**src/rtl/cmdpar_pkg.sv**
```systemverilog
package cmdpar_pkg;

  // Strobes sent from the control path to the datapath.
  typedef struct packed {
    logic flush;    // clear every captured word and the pending mismatch
    logic capture;  // take a new word and evaluate the pending one
  } ctlStrobes_t;

  // Number of non-address, non-bank signals in the parity group.
  localparam int STROBE_BITS = 3;

endpackage

```
**src/rtl/cmdpar_control.sv**
```systemverilog
module cmdpar_control
  import cmdpar_pkg::*;
#(
  parameter int ERR_DELAY   = 3,
  parameter int HOLD_CYCLES = 2
) (
  input  logic        clk,
  input  logic        rst,
  input  logic        mismatch,
  output ctlStrobes_t strobes,
  output logic        errN
);

  // The datapath has already spent two edges (word, then parity/compare).
  localparam int PIPE_LEN = ERR_DELAY - 2;
  localparam int CNT_W    = $clog2(HOLD_CYCLES + 1);

  logic             pipeOut;
  logic [CNT_W-1:0] holdCnt;

  always_comb begin
    strobes.flush   = rst;
    strobes.capture = ~rst;
  end

  generate
    if (PIPE_LEN > 0) begin : g_pipe
      logic [PIPE_LEN-1:0] delayQ;
      always_ff @(posedge clk) begin
        if (rst) delayQ <= '0;
        else     delayQ <= {delayQ[PIPE_LEN-2+1:0] << 1} | PIPE_LEN'(mismatch);
      end
      assign pipeOut = delayQ[PIPE_LEN-1];
    end else begin : g_direct
      assign pipeOut = mismatch;
    end
  endgenerate

  always_ff @(posedge clk) begin
    if (rst) begin
      holdCnt <= '0;
      errN    <= 1'b1;
    end else begin
      // A new error reloads the window; otherwise the window drains.
      if (pipeOut)             holdCnt <= CNT_W'(HOLD_CYCLES - 1);
      else if (holdCnt != '0)  holdCnt <= holdCnt - 1'b1;
      errN <= ~(pipeOut | (holdCnt != '0));
    end
  end

endmodule

```
**config.mk**
```make
export PLATFORM = sky130hd
export DESIGN_NAME = cmdpar_control
export DESIGN_NICKNAME = d
export VERILOG_FILES = /design/src/rtl/cmdpar_pkg.sv /design/src/rtl/cmdpar_control.sv
export SDC_FILE = /design/constraint.sdc
export NUM_CORES = 1
export LEC_CHECK = 0
export BUFFER_PORTS_ARGS = -buffer_cell sky130_fd_sc_hd__buf_2
export CAP_MARGIN = 20
export CELL_PAD_IN_SITES_DETAIL_PLACEMENT = 1
export CELL_PAD_IN_SITES_GLOBAL_PLACEMENT = 2
export CORE_AREA = 2 2 39 41
export CTS_CLUSTER_DIAMETER = 100
export CTS_CLUSTER_SIZE = 12
export DETAILED_ROUTE_END_ITERATION = 6
export DIE_AREA = 0 0 41 43
export PLACE_DENSITY_LB_ADDON = 0.1
export REMOVE_ABC_BUFFERS = 1
export SKIP_CTS_REPAIR_TIMING = 1
export SKIP_LAST_GASP = 1
export SLEW_MARGIN = 25
export SYNTH_ARGS = -nofsm -noshare
export SYNTH_HDL_FRONTEND = slang
export SYNTH_SLANG_ARGS = --single-unit
```
**constraint.sdc**
```tcl
create_clock -name clk -period 1.14 [get_ports clk]
set_input_delay 0.057 -clock clk [delete_from_list [all_inputs] [get_ports clk]]
set_output_delay 0.057 -clock clk [all_outputs]
set_load 0.1 [all_outputs]
```
==> results by stage <==
STA:
- Measured against its own limit, the worst slew margin works out to 67.8%.
- The clock arrives with 2.74 ps of skew.
- Setup repair after global routing left no endpoint under its margin.
- After layout, the worst setup slack is 97.5 ps.
- The maximum clock frequency is 959 MHz.
- Setup violations remaining at the end of the flow were counted as 0.
- The final period demand of the worst path is 1040 ps.
- The ratio of final minimum period to clock period is 91.4%.
- At the pin with the least slew margin, the transition time is 486 ps.
- The total count of hold-check failures in the final report is 0.
- The max-slew violation count is 0.
- The worst slack on hold paths is 40.2 ps.
- Adding up every negative setup slack in the final design gives 0 ps.

Hold path:
- Along the worst hold path, the cell count comes to 2.
- The tightest min-delay check is of the in -> reg type.

Global routing:
- The global-route usage over all layers is 5.21%.
- Global routing used 4.79% of the available met1 tracks.
- The met2 layer usage reported by global route is 5.00%.
- Global routing finished with a remaining overflow of 0.
- The wire length of the first global-routing pass is 496 µm.
- The via count of the first global-routing pass is 146.
- The met3 capacity usage during global routing is 3.14%.
- met4 is the most crowded layer.
- The initial antenna violation count came to 0.
- The pin count of the biggest net entering global routing is 7.

Job:
- Across the run, the number of max-cap violations was 0.

Critical path:
- Data arrives at the worst endpoint at 1160 ps.
- The worst register-to-register path has a setup slack of 100 ps.
- The worst setup path is captured at a flop.
- The data required time at the worst endpoint is 1260 ps.
- The category of the critical setup timing path is reg -> reg.
- In this run the worst path has a maximum fanout of 2.
- The depth of the worst register-to-register path is 4.
- The startpoint type of the worst setup path is a flop.

Clock network:
- In this run the number of H-tree levels came out at 1.
- The root cell of the clock tree is clkbuf_4.
- Counting along the longest clock path gives a buffer depth of 2.
- The CTS tree is yes.
- The sink count of the clock tree is 4.
- The clock transition time at the flip-flop clock pins of the worst setup and hold paths is 40 ps.
- The number of clock buffers inserted by TritonCTS is 3.
- The later-pin clock latency in the skew report is 230 ps.

Place:
- Input and output buffers added on the ports amount to 5.
- Timing analysis after detailed placement gives a worst setup slack of 58.9 ps.
- Summed over all nets, the half-perimeter wirelength after detailed placement is 239 µm.
- The congestion estimate from routability-driven global placement came to 0.638.

Power:
- The maximum vdd ir drop is 0.000494 V.
- For this design the static power due to leakage is 0.107 nW.
- The power density over cell area is 2970 nW/µm².

Status:
- The flow ran to the end, and the final reports show no timing, DRC or antenna violations.

Yosys:
- The synthesized netlist occupies a cell area of 165 µm².
- The synthesized area per cell is 10.3 µm².
- The yosys synthesis warning count is 0.
- Yosys attributes the largest share of cell area to dfxtp_1 (48%), a2111oi_2 (9.1%), inv_1 (9.1%), ha_1 (7.6%), nor2b_1 (7.6%).
- The share of the synthesized area in the top cell type is 48.5%.
- The biggest area contributor in the post-synthesis netlist is dfxtp_1.
- The sequential cell area fraction in the yosys report is 48.5%.
- The number of register bits inferred by synthesis is 4.
- The netlist uses 9 different library cells.
- The count of mapped cells out of synthesis is 16.

Drt:
- The total wire length is 291 µm.
- The via count is 133.
- The remaining antenna violation count is 0.
- The residual DRC count is 0.
- The detail-routed net length per standard cell is 7.46 µm.
- The via density per instance is 3.41.
- For this run, the detailed router's first-pass iteration total came to 1.
- The detailed router's first-iteration violation count is 0.

Floorplan:
- The die outline area is 1760 µm².
- The count of boundary I/O pins is 6.
- The die width is 41 µm.
- The core region is 1380 µm².
- The die is 43 µm tall.
- The number of placement rows is 14.
- Once the floorplan was initialized, standard cells occupied 11.9% of the core.

Cells and area:
- The final-stage net count is 29.
- The diode insertion count for antenna repair is 0.
- The fill cell total of the finished layout is 166.
- In the final layout, the share of cells above drive strength 1 is 60.9%.
- From synthesis to final layout, the design area changed by 42.4%.
worst paths after layout:
kind	from	end
worst max register to register	holdCnt[0]	holdCnt[1]
worst max-delay path	holdCnt[0]	holdCnt[1]
worst min-delay path	mismatch	g_pipe.delayQ
worst min register to register	g_pipe.delayQ	holdCnt[1]
metrics by stage:
step | total power (W) | instance area, µm² | std cells | util (%)
global route | 0.000753 | 235 | 39 | 17.0
finish | 0.000698 | 235 | 39 | 17.0
floorplan | 0.000423 | 158 | 15 | -
CTS | 0.000662 | 225 | 39 | 16.3
global placement | 0.000485 | 203 | 36 | 14.6
detailed placement | 0.000481 | 203 | 36 | 14.6
layout by cell type, fill, tap and decap left out:
cell       n
nor2b_1    1
dfxtp_1    2
xor2_1     1
ha_1       1
clkbuf_4   3
nor2b_4    1
a21o_2     1
a2111oi_2  1
a21oi_1    1
buf_2      5
inv_1      3
inv_2      1
dfxtp_2    2
synth_stat cells (all sizes together):
library cell / number
dfxtp: 4
buf: 1
inv: 4
a2111oi: 1
a21oi: 1
ha: 1
a21o: 1
nor2b: 2
xor2: 1
flip-flops by register name, summed over array words and instances, names as in the netlist:
signal and cells:
g_pipe.delayQ 1, holdCnt 2, errN 1
routing by layer:
| layer | vias to the layer above | part of all wire [%] |
|---|---|---|
| met4 | 0 | 0 |
| met1 | 64 | 43 |
| li1 | 64 | - |
| met2 | 5 | 51 |
| met5 | - | 0 |
| met3 | 0 | 5.8 |
power by group:
| part | internal (W) | switching [W] | leakage, nW | total (W) |
|---|---|---|---|---|
| clock network | 0.000118 | 0.0000547 | 0.0138 | 0.000172 |
| registers | 0.000189 | 0.0000185 | 0.0339 | 0.000207 |
| logic | 0.000119 | 0.000199 | 0.0593 | 0.000318 |
| total | 0.000425 | 0.000272 | 0.107 | 0.000698 |
kinds of logic after synthesis:
group	Yosys count	synth area share, %
AND/OR/NAND/NOR	2	7.57
adder cells (fa/ha/maj)	1	7.57
buffers and inverters	5	13.6
XOR/XNOR	1	5.30
AO/OA/AOI/OAI	3	17.4
flip-flops	4	48.5
cell type report:
cell class | count | area (µm²) | share of cell area, %
tap | 16 | 20.0 | 8.51
sequential | 4 | 82.6 | 35.1
clock buffer | 3 | 22.5 | 9.57
multi-input combinational | 7 | 70.1 | 29.8
inverter | 4 | 15.0 | 6.38
timing repair buffer | 5 | 25.0 | 10.6
critical path, cell delays in order, from the launching register on:
cell and delay [ps]:
dfxtp_2 320, inv_1 40, ha_1 260, nor2b_4 130
a2111oi_2 180
No activity file was read; power rests on OpenSTA's default activity.
